$ cat src/rtl/ubt_pkg.sv
package ubt_pkg;

   // Control bundle of one direction: enable, latch enable, direction clock
   typedef struct packed {
      logic oe;
      logic le;
      logic ck;
   } ubt_ctl_t;

endpackage

$ cat src/rtl/ubt_bus_hold.sv
module ubt_bus_hold #(
   parameter int WIDTH   = 18,
   parameter bit HOLD_EN = 1'b1
) (
   input  logic             clk,
   input  logic             rst_n,
   input  logic [WIDTH-1:0] in_i,
   input  logic [WIDTH-1:0] drv_i,
   output logic [WIDTH-1:0] x_o
);

   localparam logic [WIDTH-1:0] ZERO = '0;

   if (WIDTH < 1) begin : g_bad_width
      $error("ubt_bus_hold: WIDTH must be at least 1");
   end

   if (HOLD_EN) begin : g_hold
      logic [WIDTH-1:0] hold_q;

      always_ff @(posedge clk or negedge rst_n) begin
         if (!rst_n) hold_q <= ZERO;
         else        hold_q <= x_o;
      end

      assign x_o = (drv_i & in_i) | (~drv_i & hold_q);

      for (genvar k = 0; k < WIDTH; k++) begin : g_chk
         // a bit released after being driven keeps the driven level
         p_keep_level_r8: assert property (@(posedge clk) disable iff (!rst_n)
            drv_i[k] ##1 !drv_i[k] |-> x_o[k] == $past(in_i[k]));
      end
   end else begin : g_nohold
      assign x_o = drv_i & in_i;
   end

endmodule

$ cat src/rtl/ubt_path.sv
module ubt_path
   import ubt_pkg::*;
#(
   parameter int WIDTH         = 18,
   parameter bit OE_ACTIVE_LOW = 1'b0
) (
   input  logic             clk,
   input  logic             rst_n,
   input  ubt_ctl_t         ctl_i,
   input  logic [WIDTH-1:0] x_i,
   output logic [WIDTH-1:0] y_o,
   output logic             en_o
);

   localparam logic [WIDTH-1:0] ZERO = '0;

   if (WIDTH < 1) begin : g_bad_width
      $error("ubt_path: WIDTH must be at least 1");
   end

   logic [WIDTH-1:0] store_q;
   logic             ck_q;
   logic             ck_rise;

   assign ck_rise = ctl_i.ck & ~ck_q;

   always_ff @(posedge clk or negedge rst_n) begin
      if (!rst_n) begin
         store_q <= ZERO;
         ck_q    <= 1'b0;
      end else begin
         ck_q <= ctl_i.ck;
         if (ctl_i.le || ck_rise) store_q <= x_i;
      end
   end

   assign y_o = ctl_i.le ? x_i : store_q;

   if (OE_ACTIVE_LOW) begin : g_oe_low
      assign en_o = ~ctl_i.oe;
   end else begin : g_oe_high
      assign en_o = ctl_i.oe;
   end

   // transparent mode passes the input through in the same cycle
   p_transparent_r1: assert property (@(posedge clk) disable iff (!rst_n)
      ctl_i.le |-> y_o == x_i);

   // a clock rise with the latch closed shows the input one cycle later
   p_capture_r2: assert property (@(posedge clk) disable iff (!rst_n)
      (!ctl_i.le && ctl_i.ck && !ck_q) ##1 !ctl_i.le |-> y_o == $past(x_i));

   // latch closed and clock held low keeps the output steady
   p_hold_r3: assert property (@(posedge clk) disable iff (!rst_n)
      (!ctl_i.le && !ctl_i.ck) ##1 (!ctl_i.le && !ctl_i.ck) |-> $stable(y_o));

   // closing the latch while the clock is high keeps the passed value
   p_latch_fall_r4: assert property (@(posedge clk) disable iff (!rst_n)
      (ctl_i.le && ctl_i.ck) ##1 (!ctl_i.le && ctl_i.ck) |-> y_o == $past(x_i));

endmodule

$ cat src/rtl/ubt_transceiver.sv
module ubt_transceiver
   import ubt_pkg::*;
#(
   parameter int WIDTH   = 18,
   parameter bit HOLD_EN = 1'b1
) (
   input  logic             clk,
   input  logic             rst_n,
   input  logic [WIDTH-1:0] a_in,
   input  logic [WIDTH-1:0] a_drv,
   input  logic [WIDTH-1:0] b_in,
   input  logic [WIDTH-1:0] b_drv,
   input  logic             ab_oe,
   input  logic             ab_le,
   input  logic             ab_ck,
   input  logic             ba_oe_n,
   input  logic             ba_le,
   input  logic             ba_ck,
   output logic [WIDTH-1:0] a_out,
   output logic             a_oe,
   output logic [WIDTH-1:0] b_out,
   output logic             b_oe
);

   logic [WIDTH-1:0] a_eff;
   logic [WIDTH-1:0] b_eff;
   ubt_ctl_t         ctl_ab;
   ubt_ctl_t         ctl_ba;

   assign ctl_ab = '{oe: ab_oe,   le: ab_le, ck: ab_ck};
   assign ctl_ba = '{oe: ba_oe_n, le: ba_le, ck: ba_ck};

   ubt_bus_hold #(.WIDTH(WIDTH), .HOLD_EN(HOLD_EN)) u_hold_a (
      .clk(clk), .rst_n(rst_n), .in_i(a_in), .drv_i(a_drv), .x_o(a_eff));

   ubt_bus_hold #(.WIDTH(WIDTH), .HOLD_EN(HOLD_EN)) u_hold_b (
      .clk(clk), .rst_n(rst_n), .in_i(b_in), .drv_i(b_drv), .x_o(b_eff));

   ubt_path #(.WIDTH(WIDTH), .OE_ACTIVE_LOW(1'b0)) u_path_ab (
      .clk(clk), .rst_n(rst_n), .ctl_i(ctl_ab), .x_i(a_eff),
      .y_o(b_out), .en_o(b_oe));

   ubt_path #(.WIDTH(WIDTH), .OE_ACTIVE_LOW(1'b1)) u_path_ba (
      .clk(clk), .rst_n(rst_n), .ctl_i(ctl_ba), .x_i(b_eff),
      .y_o(a_out), .en_o(a_oe));

endmodule

$ cat config.mk
export PLATFORM = sky130hd
export DESIGN_NAME = ubt_transceiver
export DESIGN_NICKNAME = d
export VERILOG_FILES = /design/src/rtl/ubt_pkg.sv /design/src/rtl/ubt_bus_hold.sv /design/src/rtl/ubt_path.sv /design/src/rtl/ubt_transceiver.sv
export SDC_FILE = /design/constraint.sdc
export NUM_CORES = 1
export LEC_CHECK = 0
export CAP_MARGIN = 20
export CORE_ASPECT_RATIO = 0.75
export CORE_MARGIN = 2
export CORE_UTILIZATION = 29
export DETAILED_ROUTE_END_ITERATION = 10
export DONT_BUFFER_PORTS = 1
export PLACE_DENSITY = 0.49
export SLEW_MARGIN = 20
export SYNTH_ARGS = -nofsm -noshare
export SYNTH_HDL_FRONTEND = slang
export SYNTH_HIERARCHICAL = 1
export SYNTH_SLANG_ARGS = --single-unit
$ cat constraint.sdc
create_clock -name clk -period 1.6 [get_ports clk]
set_clock_uncertainty 0.1 [all_clocks]
set_input_delay 0.32 -clock clk [delete_from_list [all_inputs] [get_ports clk]]
set_output_delay 0.32 -clock clk [all_outputs]
set_load 0.005 [all_outputs]
**After elaboration in Yosys (flattened, before gate mapping)**

Cells that the tools add are included.

- $add $sub $neg: 0
- Multiply operators: 0
- Divide/modulo/power cells: 0
- Magnitude comparators: 0
- Equal/unequal tests: 0
- Shift operators: 0
- Multiplexer cells: 2
- Bitwise operators: 13
- Reduce and logical (&&, ||, !) cells: 2

Operator list:

| operator | number |
|---|---|
| 18-bit AND | 4 |
| 18-bit two-way mux | 2 |
| 18-bit inverter | 2 |
| 18-bit OR | 2 |
| 1-bit inverter | 3 |
| 1-bit AND | 2 |
| 1-bit logical OR | 2 |

- Flip-flop bits (word level): 74
- Bits in latches: 0
- RAM bits: 0
- Memory bits (read-only): 0
- Output and inout bits: 38
- Logic and storage cells: 23
- Memories kept: 0

**Logic depth before layout (Yosys ltp)**

- Depth in word-level cells: 4
- Depth in mapped cells: 4

**By module**

Netlist, hierarchy kept.

Modules (own cells, without submodules):

| module | instances | cells an instance | area each (µm²) |
|---|---|---|---|
| ubt_bus_hold | 2 | 36 | 720.7 |
| ubt_path (u_path_ab) | 1 | 61 | 982.2 |
| ubt_path (u_path_ba) | 1 | 61 | 978.4 |

**Worst setup path after synthesis**

No wires, ideal clock.

- Path kind: input-to-output
- From: in ba_le
- To: out a_out[10]
- Data arrival time: 1008 ps
- Data required time: 1180 ps
- Path slack: 172 ps
- Stages: 3
- Path buffers: 2
- Cells stage by stage: buf_6 > buf_2 > mux2_2

- Word-level cells in the longest chain between the ends: 1

Ends and longest elaborated chain:

| element | RTL line | RTL |
|---|---|---|
| start, declared | ubt_transceiver.sv:17 | `input logic ba_le,` |
| 18-bit two-way mux | ubt_path.sv:37 | `assign y_o = ctl_i.le ? x_i : store_q;` |
| end, declared | ubt_transceiver.sv:19 | `output logic [WIDTH-1:0] a_out,` |

No other way between the ends.

**Worst setup path after layout**

- From: reg u_hold_a.g_hold.hold_q[14]
- To: out b_out[14]

- Word-level cells in the longest chain between the ends: 3

Ends and longest elaborated chain:

| element | RTL line | RTL |
|---|---|---|
| start, declared | ubt_bus_hold.sv:19 | `logic [WIDTH-1:0] hold_q;` |
| start signal, assigned | ubt_bus_hold.sv:23 | `else hold_q <= x_o;` |
| 18-bit AND | ubt_bus_hold.sv:26 | `assign x_o = (drv_i & in_i) \| (~drv_i & hold_q);` |
| 18-bit OR | ubt_bus_hold.sv:26 |  |
| named net a_eff[14] | ubt_transceiver.sv:25 | `logic [WIDTH-1:0] a_eff;` |
| 18-bit two-way mux | ubt_path.sv:37 |  |
| end, declared | ubt_transceiver.sv:21 | `output logic [WIDTH-1:0] b_out,` |

The timed path passes the listed nets, and every way through them passes these cells.

==> flow_summary.ini <==
[outcome]
outcome = finished with violations
violations = negative hold slack, negative setup slack

[routing]
dr.first_iter.drc_count = 69
wl_per_cell_microns = 16.4
vias = 1743
postRouteAntennaNets = 0
drt-total-wl_microns = 6690
via_per_inst = 4.28
drc = 0
drt_pre_antenna_iters = 3

[worst_setup_path]
crit_fanout = 2
required_ns = 1.18
cp-start-kind = flop
cp.arrival_ns = 1.25
endpoint_kind = output pin
path_class = flop to output pin
critPathLaunch = u_hold_a/g_hold.hold_q[14]
r2r-start = u_hold_a/g_hold.hold_q[8]

[clock_tree]
cts_tree = done
cts_buffer_depth = 2
path_clk_slew_ns = 0.06
ctsHtreeMaxLevel = 3
cts_hold_buf = 2
cts-root-buf = clkbuf_16
clk_latency_ns = 0.32
clkSinkCount = 74
cts_buffers = 9

[timing]
fin_crit_ns = 1.67
fmax_mhz = 599
hold_violations = 74
period_share_pct = 104
tightestPinTransition_ns = 0.149
slew_headroom_pct = 90.1
finalSetupViolations = 36
worst_hold_slack_ns = -0.419
rsz0062_at_grt = yes
fin_tns_setup_ns = -1.68
slew_viol_final = 0
setup_slack_ns = -0.0698

[finish]
area_growth_pct = 27.6
layout.nets = 321
drive_gt1_share_pct = 67.8
final_area_sq_um = 4340
antenna_cells = 0

[power]
p_leak_nw = 2.07
switching_share_pct = 21.1
p_per_area_nw_per_um2 = 1220
peakVddDrop_mv = 0.626
power_switching_mw = 1.12
p_clk_share_pct = 41.7
pwr-share-comb_pct = 16.6
seq_power_share_pct = 41.7
p_total_mw = 5.29
p_int_mw = 4.17

[synth]
synth_warnings = 6
ys_ff_latch = 74
synth_cells = 194
synth_fp_nets = 274
syn_area_sq_um = 3400
syn_area_per_cell_sq_um = 17.5
ys_types = 9
yosysSeqAreaShare_pct = 54.4

[grt]
grt_use_total_pct = 11.0
grt_pass1_wl_microns = 10500
grt_max_degree = 75
grt_pass1_vias = 1941
grt.overflow.total = 0
antenna_found_initial = 0

[flow_run]
drv_cap = 0

[placement]
gp_congestion = 0.676
place_ws_ns = 0.245
placed_cell_area_sq_um = 3580
port_buffers = 0
dp_hpwl_microns = 3900

[die]
core_sq_um = 11500
ios = 118
initial_core_util_pct = 29.5
fp.dieArea_sq_um = 12600
row_count = 34
die_x_microns = 129
die_h_microns = 97.8

[min_path]
hp-class = input port to async pin
## power by group through the flow
stage | clock network, mW | registers (mW) | logic, mW
4_1_cts | 2.29 | 2.20 | 0.871
6_report | 2.21 | 2.20 | 0.877
3_5_place_dp | 0 | 2.22 | 0.661
5_1_grt | 2.37 | 2.23 | 0.941
2_1_floorplan | 0 | 2.20 | 0.594
3_3_place_gp | 0 | 2.22 | 0.653
## critical path, cell delays in order, from the launching register on
cell and delay, ns:
dfrtp_1 0.37, mux2_4 0.28, mux2_4 0.28
## path summary, 6_finish.rpt
check                                        endpoint  slack, ns  depth (start not counted)
setup / recovery                            b_out[14]      -0.07                          2
hold / removal              u_hold_a/g_hold.hold_q[7]      -0.42                          0
setup reg to reg                 u_path_ab/store_q[8]       0.25                          4
hold reg to reg                  u_path_ab/store_q[0]       0.40                          1
max in group asynchronous  u_hold_b/g_hold.hold_q[16]       1.67                          0
min in group clk            u_hold_a/g_hold.hold_q[6]       0.06                          1
## logic make-up (layout without fill, tap and decap cells)
kind of cell    count (synthesis)  count (layout)  share of synthesized area, %
mux                           108             108                          41.9
flops                          74              74                          54.4
compound gates                  2               2                         0.956
buf+inv                        10              61                          2.68
## state kept, by name, indices dropped and copies added (netlist names)
signal,flops
u_path_ba/store_q,18
u_hold_b/g_hold.hold_q,18
u_path_ba/ck_q,1
u_path_ab/store_q,18
u_hold_a/g_hold.hold_q,18
u_path_ab/ck_q,1
## routing by layer
metal	part of all wire (%)	vias up	wire [microns]	global-route usage, %
met1	47	895	3130	14.6
met3	6.1	10	405	4.33
met5	0	-	0	0
met4	1.7	0	113	4.26
met2	45	56	3040	16.3
li1	-	782	-	-
## cell type report
class	instances	area [sq um]
clock buffer	11	253
fill	1111	7190
clock inverter	4	75.1
tap	162	203
inverter	3	11.3
multi-input combinational	110	1590
timing repair buffer	43	353
sequential	74	1850
## cells in the final DEF, fill, tap and decap left out
| master | Yosys | layout |
|---|---|---|
| mux2_4 | 56 | 92 |
| dfrtp_1 | 74 | 74 |
| buf_4 | 1 | 39 |
| mux2_2 | 52 | 16 |
| clkbuf_16 | 0 | 9 |
| inv_1 | 3 | 3 |
| clkbuf_8 | 0 | 2 |
| bufinv_16 | 0 | 2 |
| clkinvlp_4 | 0 | 2 |
| a21oi_4 | 2 | 2 |
| dlygate4sd3_1 | 0 | 2 |
| buf_12 | 2 | 2 |
## per-stage QoR
step | std cells | util (%)
after CTS | 402 | 37.3
final | 407 | 37.6
after detailed placement | 353 | 31.1
after floorplan | 194 | -
after global routing | 407 | 37.6
after global placement | 353 | 31.1
## synthesized netlist by cell type
master / instances / area (sq um)
a21oi_4: 2 / 32.5
mux2_4: 56 / 841
inv_1: 3 / 11.3
buf_4: 1 / 7.51
buf_6: 2 / 22.5
dfrtp_1: 74 / 1850
buf_2: 2 / 10.0
buf_12: 2 / 40.0
mux2_2: 52 / 586
## repair_timing
action	4_1_cts	5_1_grt
hold endpoints to repair	76	74
endpoints found under the setup margin	36	36
gates resized for setup	36	0
gates cloned	0	0
setup buffers	32	5
(Power assumes the default switching activity.)
